**src/rtl/cs_pkg.sv**
```systemverilog
package cs_pkg;
  typedef enum logic [2:0] {
    CMD_IDLE = 3'd0,
    CMD_ADV  = 3'd1,
    CMD_NEAR = 3'd2,
    CMD_FAR  = 3'd3,
    CMD_INT  = 3'd4
  } cs_cmd_e;
endpackage

```
**src/rtl/cs_cmd_arb.sv**
```systemverilog
module cs_cmd_arb
  import cs_pkg::*;
#(
  parameter int SEL_W = 16,
  parameter int OFF_W = 16
) (
  input  logic             clk,
  input  logic             rst,
  input  logic             adv_en,
  input  logic             near_en,
  input  logic [OFF_W-1:0] near_off,
  input  logic             far_en,
  input  logic [SEL_W-1:0] far_sel,
  input  logic [OFF_W-1:0] far_off,
  input  logic             int_en,
  input  logic [SEL_W-1:0] int_sel,
  input  logic [OFF_W-1:0] int_off,
  output cs_cmd_e          cmd,
  output logic [SEL_W-1:0] sel_o,
  output logic [OFF_W-1:0] off_o
);
  // Fixed priority: interrupt, far, near, advance
  always_comb begin
    cmd   = CMD_IDLE;
    sel_o = '0;
    off_o = '0;
    if (int_en) begin
      cmd   = CMD_INT;
      sel_o = int_sel;
      off_o = int_off;
    end else if (far_en) begin
      cmd   = CMD_FAR;
      sel_o = far_sel;
      off_o = far_off;
    end else if (near_en) begin
      cmd   = CMD_NEAR;
      off_o = near_off;
    end else if (adv_en) begin
      cmd   = CMD_ADV;
    end
  end

  // interrupt entry outranks every other request
  p_int_first_r8: assert property (@(posedge clk) disable iff (rst)
    int_en |-> (cmd == CMD_INT && sel_o == int_sel));
  // advance only acts when nothing higher is requested
  p_adv_last_r8: assert property (@(posedge clk) disable iff (rst)
    (cmd == CMD_ADV) |-> !(int_en || far_en || near_en));
endmodule

```
**src/rtl/cs_seg_state.sv**
```systemverilog
module cs_seg_state
  import cs_pkg::*;
#(
  parameter int          ADDR_W     = 32,
  parameter int          SEL_W      = 16,
  parameter int          SHIFT      = 4,
  parameter logic [15:0] RESET_SEL  = 16'hF000,
  parameter logic [31:0] RESET_BASE = 32'hFFFF0000
) (
  input  logic              clk,
  input  logic              rst,
  input  cs_cmd_e           cmd,
  input  logic [SEL_W-1:0]  sel_in,
  output logic [SEL_W-1:0]  sel_q,
  output logic [ADDR_W-1:0] base_q,
  output logic              boot_q
);
  localparam int REAL_W = SEL_W + SHIFT;

  logic             load;
  logic [REAL_W-1:0] shifted;
  logic [ADDR_W-1:0] base_next;

  assign load    = (cmd == CMD_FAR) || (cmd == CMD_INT);
  assign shifted = {sel_in, {SHIFT{1'b0}}};

  generate
    if (ADDR_W > REAL_W) begin : g_ext
      assign base_next = {{(ADDR_W-REAL_W){1'b0}}, shifted};
    end else begin : g_trunc
      assign base_next = shifted[ADDR_W-1:0];
    end
  endgenerate

  always_ff @(posedge clk) begin
    if (rst) begin
      sel_q  <= RESET_SEL[SEL_W-1:0];
      base_q <= RESET_BASE[ADDR_W-1:0];
      boot_q <= 1'b1;
    end else if (load) begin
      sel_q  <= sel_in;
      base_q <= base_next;
      boot_q <= 1'b0;
    end
  end

  // after any reload the base obeys the shift rule
  p_base_from_sel_r4: assert property (@(posedge clk) disable iff (rst)
    !boot_q |-> (base_q[REAL_W-1:0] == {sel_q, {SHIFT{1'b0}}}));
  // the elevated window never reopens without reset
  p_boot_sticky_r6: assert property (@(posedge clk) disable iff (rst)
    !boot_q |=> !boot_q);
  // near jump leaves the hidden base untouched
  p_near_keeps_base_r3: assert property (@(posedge clk) disable iff (rst)
    (cmd == CMD_NEAR) |=> $stable(base_q));
  // interrupt reload takes the vector selector
  p_int_sel_r5: assert property (@(posedge clk) disable iff (rst)
    (cmd == CMD_INT) |=> (sel_q == $past(sel_in) && !boot_q));
endmodule

```
**src/rtl/cs_ip_state.sv**
```systemverilog
module cs_ip_state
  import cs_pkg::*;
#(
  parameter int          ADDR_W   = 32,
  parameter int          OFF_W    = 16,
  parameter int          LEN_W    = 4,
  parameter logic [31:0] RESET_IP = 32'h0000FFF0
) (
  input  logic              clk,
  input  logic              rst,
  input  cs_cmd_e           cmd,
  input  logic              boot,
  input  logic [OFF_W-1:0]  off_in,
  input  logic [LEN_W-1:0]  len,
  output logic [ADDR_W-1:0] ip_q
);
  localparam int HI_W = ADDR_W - OFF_W;

  logic [ADDR_W-1:0] off_ext;
  logic [ADDR_W-1:0] adv_full;
  logic [OFF_W-1:0]  adv_low;
  logic [ADDR_W-1:0] ip_next;

  assign off_ext  = {{HI_W{1'b0}}, off_in};
  assign adv_full = ip_q + {{(ADDR_W-LEN_W){1'b0}}, len};
  assign adv_low  = ip_q[OFF_W-1:0] + {{(OFF_W-LEN_W){1'b0}}, len};

  always_comb begin
    ip_next = ip_q;
    unique case (cmd)
      CMD_INT, CMD_FAR, CMD_NEAR: ip_next = off_ext;
      CMD_ADV:  ip_next = boot ? adv_full : {{HI_W{1'b0}}, adv_low};
      default:  ip_next = ip_q;
    endcase
  end

  always_ff @(posedge clk) begin
    if (rst) ip_q <= RESET_IP[ADDR_W-1:0];
    else     ip_q <= ip_next;
  end

  // outside the reset window the pointer stays within 16 bits
  p_wrap16_r7: assert property (@(posedge clk) disable iff (rst)
    !boot |-> (ip_q[ADDR_W-1:OFF_W] == '0));
  // idle cycles hold the pointer
  p_idle_hold_r9: assert property (@(posedge clk) disable iff (rst)
    (cmd == CMD_IDLE) |=> $stable(ip_q));
endmodule

```
**src/rtl/cs_fetch_addr_gen.sv**
```systemverilog
module cs_fetch_addr_gen
  import cs_pkg::*;
#(
  parameter int ADDR_W = 32,
  parameter int SEL_W  = 16,
  parameter int OFF_W  = 16,
  parameter int SHIFT  = 4,
  parameter int LEN_W  = 4
) (
  input  logic              clk,
  input  logic              rst,
  input  logic              adv_en,
  input  logic [LEN_W-1:0]  adv_len,
  input  logic              near_en,
  input  logic [OFF_W-1:0]  near_off,
  input  logic              far_en,
  input  logic [SEL_W-1:0]  far_sel,
  input  logic [OFF_W-1:0]  far_off,
  input  logic              int_en,
  input  logic [SEL_W-1:0]  int_sel,
  input  logic [OFF_W-1:0]  int_off,
  output logic [ADDR_W-1:0] fetch_addr,
  output logic              boot_base_active
);
  localparam logic [15:0] RESET_SEL  = 16'hF000;
  localparam logic [31:0] RESET_BASE = 32'hFFFF0000;
  localparam logic [31:0] RESET_IP   = 32'h0000FFF0;
  localparam logic [ADDR_W-1:0] RESET_FETCH =
    RESET_BASE[ADDR_W-1:0] + RESET_IP[ADDR_W-1:0];

  cs_cmd_e           cmd;
  logic [SEL_W-1:0]  sel_pick;
  logic [OFF_W-1:0]  off_pick;
  logic [SEL_W-1:0]  sel_q;
  logic [ADDR_W-1:0] base_q;
  logic              boot_q;
  logic [ADDR_W-1:0] ip_q;
  logic [ADDR_W-1:0] sum;
  logic              track_q;

  cs_cmd_arb #(.SEL_W(SEL_W), .OFF_W(OFF_W)) u_arb (
    .clk(clk), .rst(rst),
    .adv_en(adv_en), .near_en(near_en), .near_off(near_off),
    .far_en(far_en), .far_sel(far_sel), .far_off(far_off),
    .int_en(int_en), .int_sel(int_sel), .int_off(int_off),
    .cmd(cmd), .sel_o(sel_pick), .off_o(off_pick)
  );

  cs_seg_state #(
    .ADDR_W(ADDR_W), .SEL_W(SEL_W), .SHIFT(SHIFT),
    .RESET_SEL(RESET_SEL), .RESET_BASE(RESET_BASE)
  ) u_seg (
    .clk(clk), .rst(rst), .cmd(cmd), .sel_in(sel_pick),
    .sel_q(sel_q), .base_q(base_q), .boot_q(boot_q)
  );

  cs_ip_state #(
    .ADDR_W(ADDR_W), .OFF_W(OFF_W), .LEN_W(LEN_W), .RESET_IP(RESET_IP)
  ) u_ip (
    .clk(clk), .rst(rst), .cmd(cmd), .boot(boot_q),
    .off_in(off_pick), .len(adv_len), .ip_q(ip_q)
  );

  assign sum = base_q + ip_q;

  always_ff @(posedge clk) begin
    if (rst) begin
      fetch_addr       <= RESET_FETCH;
      boot_base_active <= 1'b1;
      track_q          <= 1'b0;
    end else begin
      fetch_addr       <= sum;
      boot_base_active <= boot_q;
      track_q          <= 1'b1;
    end
  end

  // reset produces the top-of-space fetch vector
  p_reset_vec_r1: assert property (@(posedge clk)
    rst |=> (fetch_addr == RESET_FETCH && boot_base_active));
  // output reflects previous cycle's base plus pointer
  p_fetch_tracks_r2: assert property (@(posedge clk) disable iff (rst)
    track_q |-> (fetch_addr == $past(sum) && boot_base_active == $past(boot_q)));
  // selector register is only observable through the base
  p_sel_consistent_r4: assert property (@(posedge clk) disable iff (rst)
    boot_q |-> (sel_q == RESET_SEL[SEL_W-1:0]));
endmodule

```
**config.mk**
```make
export PLATFORM = sky130hd
export DESIGN_NAME = cs_fetch_addr_gen
export DESIGN_NICKNAME = d
export VERILOG_FILES = /design/src/rtl/cs_pkg.sv /design/src/rtl/cs_cmd_arb.sv /design/src/rtl/cs_seg_state.sv /design/src/rtl/cs_ip_state.sv /design/src/rtl/cs_fetch_addr_gen.sv
export SDC_FILE = /design/constraint.sdc
export NUM_CORES = 1
export LEC_CHECK = 0
export BUFFER_PORTS_ARGS = -buffer_cell sky130_fd_sc_hd__buf_2
export CAP_MARGIN = 15
export CELL_PAD_IN_SITES_DETAIL_PLACEMENT = 0
export CELL_PAD_IN_SITES_GLOBAL_PLACEMENT = 2
export CORE_MARGIN = 2
export CORE_UTILIZATION = 35
export CTS_CLUSTER_SIZE = 8
export DETAILED_ROUTE_END_ITERATION = 8
export PLACE_DENSITY_LB_ADDON = 0.08
export SYNTH_ARGS = -nofsm -noshare
export SYNTH_HDL_FRONTEND = slang
export SYNTH_HIERARCHICAL = 1
export SYNTH_SLANG_ARGS = --single-unit
```
**constraint.sdc**
```tcl
create_clock -name clk -period 4.4 [get_ports clk]
set_clock_uncertainty 0.1 [all_clocks]
set_input_delay 0.22 -clock clk [delete_from_list [all_inputs] [get_ports clk]]
set_output_delay 0.22 -clock clk [all_outputs]
set_load 0.02 [all_outputs]
```
== Yosys cells after proc, flatten, opt, wreduce, memory -nomap -nowiden ==
Index checks and enable logic that the tools add are counted.

* Add/sub/neg operators: 3
* Equality and inequality tests: 4
* Muxes and demuxes: 11
* Reduce and logical (&&, ||, !) cells: 3

{| class="wikitable"
|+ Operators with widths
! cell !! count
|-
| 2-to-1 mux 16 bit || 5
|-
| case mux 32 bit (2 select lines) || 1
|-
| adder 32 bit || 1
|-
| adder 32 x 4 -> 32 bit || 1
|-
| 2-to-1 mux 32 bit || 1
|-
| adder 16 x 4 -> 16 bit || 1
|-
| 2-to-1 mux 3 bit || 3
|-
| equality test 3 x 2 -> 1 bit, second input constant || 2
|-
| equality test 3 x 1 -> 1 bit, second input constant || 1
|-
| equality test 3 bit, second input constant || 1
|-
| OR reduction 3 bit || 1
|-
| nonzero test 2 bit || 1
|-
| logical OR 1 bit || 1
|-
| 2-to-1 mux 1 bit || 1
|}

* Flip-flop bits (word level): 94
* Output and inout bits: 33
* Word-level logic and storage cells: 26

== Depth between registers and ports, before layout ==
* Depth after elaboration: 7
* Depth in mapped cells: 11
* Mapped depth without buffers: 9

== By module ==
The synthesis kept the hierarchy.

{| class="wikitable"
|+ By module, submodules not included
! module !! instances !! cells an instance !! area an instance (um^2)
|-
| cs_fetch_addr_gen || 1 || 314 || 2529.9
|-
| cs_ip_state || 1 || 236 || 1965.6
|-
| cs_seg_state || 1 || 106 || 993.5
|-
| cs_cmd_arb || 1 || 104 || 654.4
|}

== Worst setup path before layout ==
OpenSTA, ideal clock, no wires.

* Path kind: flip-flop to flip-flop
* Start point: reg u_seg/base_q[30] (netlist name)
* End point: reg fetch_addr[27]
* Arrival time: 2.269 ns
* Data required time: 4.212 ns
* Slack: 1.943 ns
* Cell stages (with the launch flop): 9
* Buffers on the path: 1
* Period minus slack after synthesis: 2.457 ns
* Cell sequence: dfxtp_1 buf_4 ha_1 a21oi_1 o21ai_0 or2_2 a31oi_4 mux2_4 a311oi_2

{| class="wikitable"
|+ RTL lines
! what !! RTL line !! RTL
|-
| end signal: assignment || cs_fetch_addr_gen.sv:72 || <nowiki>fetch_addr <= sum;</nowiki>
|-
| end: declaration || cs_fetch_addr_gen.sv:22 || <nowiki>output logic [ADDR_W-1:0] fetch_addr,</nowiki>
|}

==> impl_metrics.env <==
export IMPL_crit_required_ns=4.57
export IMPL_cts_sinks=82
export IMPL_pwr_share_seq_pct=37.5
export IMPL_antenna_found_initial=0
export IMPL_nets=961
export IMPL_grt_pass1_vias=5337
export IMPL_drv_slew=0
export IMPL_grt_first_pass_wirelength_um=27300
export IMPL_p_leak_nw=3.05
export IMPL_p_switching_mw=0.811
export IMPL_grt_ovfl_total=0
export IMPL_start_util_pct=36.1
export IMPL_pwr_share_comb_pct=31.0
export IMPL_via_count=5665
export IMPL_setup_ws_ns=1.57
export IMPL_drt_iter0_drc=344
export IMPL_pin_count=123
export IMPL_timing_final_crit_share_pct=64.4
export IMPL_critPathBufInv=0
export IMPL_dp_cells=1043
export IMPL_slowest_stage="dfxtp_1"
export IMPL_cp_start_kind="register"
export IMPL_period_minus_slack_ns=2.83
export IMPL_min_path_type="in -> reg"
export IMPL_post_cts_buffers=0
export IMPL_fin_cells=1059
export IMPL_route_detailed_drc=0
export IMPL_die_w_um=135
export IMPL_power_internal_mw=1.48
export IMPL_routed_wl_um=17100
export IMPL_io_buffers=122
export IMPL_viasPerCell=5.35
export IMPL_end_kind="register"
export IMPL_worst_path_largest_cell_delay_ns=0.75
export IMPL_avgRoutedWirePerCell_um=16.2
export IMPL_gp_congestion=0.874
export IMPL_clockPowerShare_pct=31.5
export IMPL_netlist_instances=744
export IMPL_worst_pin_slew_ns=0.830
export IMPL_grt_max_degree=64
export IMPL_crit_chain="ha_1, a21oi_1, o21ai_0, or2_2, a31oi_4, mux2_4, a311oi_2"
export IMPL_utilization_pct=41.4
export IMPL_die_y_um=135
export IMPL_cts_resized=0
export IMPL_placementRows=47
export IMPL_syn_avg_cell_area_um2=8.10
export IMPL_cts_buffers=9
export IMPL_critPathArrivalTime_ns=3.00
export IMPL_drive_gt1_share_pct=19.4
export IMPL_outcome="finished, final reports clean"
export IMPL_p_per_area_mw_per_mm2=331
export IMPL_fmax_ghz=0.353
export IMPL_syn_to_final_growth_pct=14.9
export IMPL_criticalPathCategory="reg -> reg"
export IMPL_die_area_mm2=0.0183
export IMPL_h_tree_depth=3
export IMPL_ant_nets=0
export IMPL_insertion_delay_ns=0.35
export IMPL_fin_tns_setup_ns=0
export IMPL_first_pass_iters=5
export IMPL_setup_viol=0
export IMPL_peakVddDrop_mv=0.182
export IMPL_coreArea_mm2=0.0167
export IMPL_diodes=0
export IMPL_clock_path_buffers=2
export IMPL_pre_cts_ws_ns=1.53
export IMPL_path_clk_slew_ns=0.07
export IMPL_synth_area_mm2=0.00602
export IMPL_switching_share_pct=35.4
export IMPL_fill_cells=1756
export IMPL_cts_tree="yes"
export IMPL_relSlewSlack_pct=44.5
export IMPL_worst_hold_slack_ns=0.142
export IMPL_root_buffer="clkbuf_16"
export IMPL_drv_cap=0
export IMPL_finalHoldViolations=0
export IMPL_cpLargestDelayFamily="compound AO/OA/AOI/OAI gates"
export IMPL_gr_usage_all_layers_pct=18.9
export IMPL_crit_path_max_fanout=16
export IMPL_rsz0062_at_grt="false"
export IMPL_dp_hpwl_um=13400
export IMPL_yosys_warnings=6
export IMPL_postCtsHoldBufs=0
state kept, by name (all words and copies together), names as in the netlist:
signal	count
u_ip/ip_q	32
boot_base_active	1
u_seg/base_q	2
fetch_addr	32
u_seg/sel_q	15
stage by stage:
step | area [µm²] | power (mW)
finish | 6920 | 2.29
global route | 6920 | 2.43
CTS | 6920 | 2.31
detailed placement | 6640 | 1.59
global placement | 6640 | 1.58
floorplan | 6030 | 1.39
placed cells by master (no fill, tap or decap), types with 12 or more instances in the layout:
| master | count |
|---|---|
| ha_1 | 35 |
| nand2b_1 | 29 |
| nand4_1 | 15 |
| a22o_1 | 14 |
| a21oi_1 | 84 |
| xnor2_1 | 12 |
| xor2_1 | 14 |
| dfxtp_1 | 82 |
| buf_2 | 122 |
| mux2i_1 | 27 |
| o211ai_1 | 16 |
| nand3b_1 | 17 |
| nor2_1 | 46 |
| nand3_1 | 24 |
| and3_1 | 13 |
| nand2_1 | 75 |
| nor2b_1 | 22 |
| o21ai_0 | 24 |
metal layers:
layer	vias up	GRT usage [%]	routed length (µm)
li1	2903	-	-
met1	2581	25.6	8410
met2	159	30.1	7560
met3	22	3.29	797
met4	0	7.29	352
met5	-	0	0
layout make-up:
class,count,area (µm²),area share [%]
clock inverters,7,52.6,0.759
repair buffers,127,648,9.37
clock buffers,9,225,3.25
inverters,11,41.3,0.597
well taps,220,275,3.98
flip-flops and latches,82,1640,23.7
multi-input cells,603,4040,58.3
worst min-delay path: stages:
cell	delay (ns)
buf_2	0.07
a22o_1	0.11
nand2b_1	0.05
mux2i_1	0.10
path summary, 6_finish.rpt:
check	startpoint	to	slack [ns]	cells after the start
hold reg to reg	u_seg/sel_q[0]	u_seg/sel_q[0]	0.39	2
hold / removal	far_sel[5]	u_seg/sel_q[5]	0.14	4
setup reg to reg	u_seg/base_q[30]	fetch_addr[27]	1.57	7
setup / recovery	u_seg/base_q[30]	fetch_addr[27]	1.57	7
power groups by stage:
stage / sequential, mW / clock (mW) / combinational (mW)
finish: 0.860 / 0.722 / 0.711
detailed placement: 0.878 / 0 / 0.708
floorplan: 0.919 / 0 / 0.474
CTS: 0.861 / 0.742 / 0.711
global placement: 0.875 / 0 / 0.708
global route: 0.868 / 0.770 / 0.788
(Power assumes the default switching activity.)
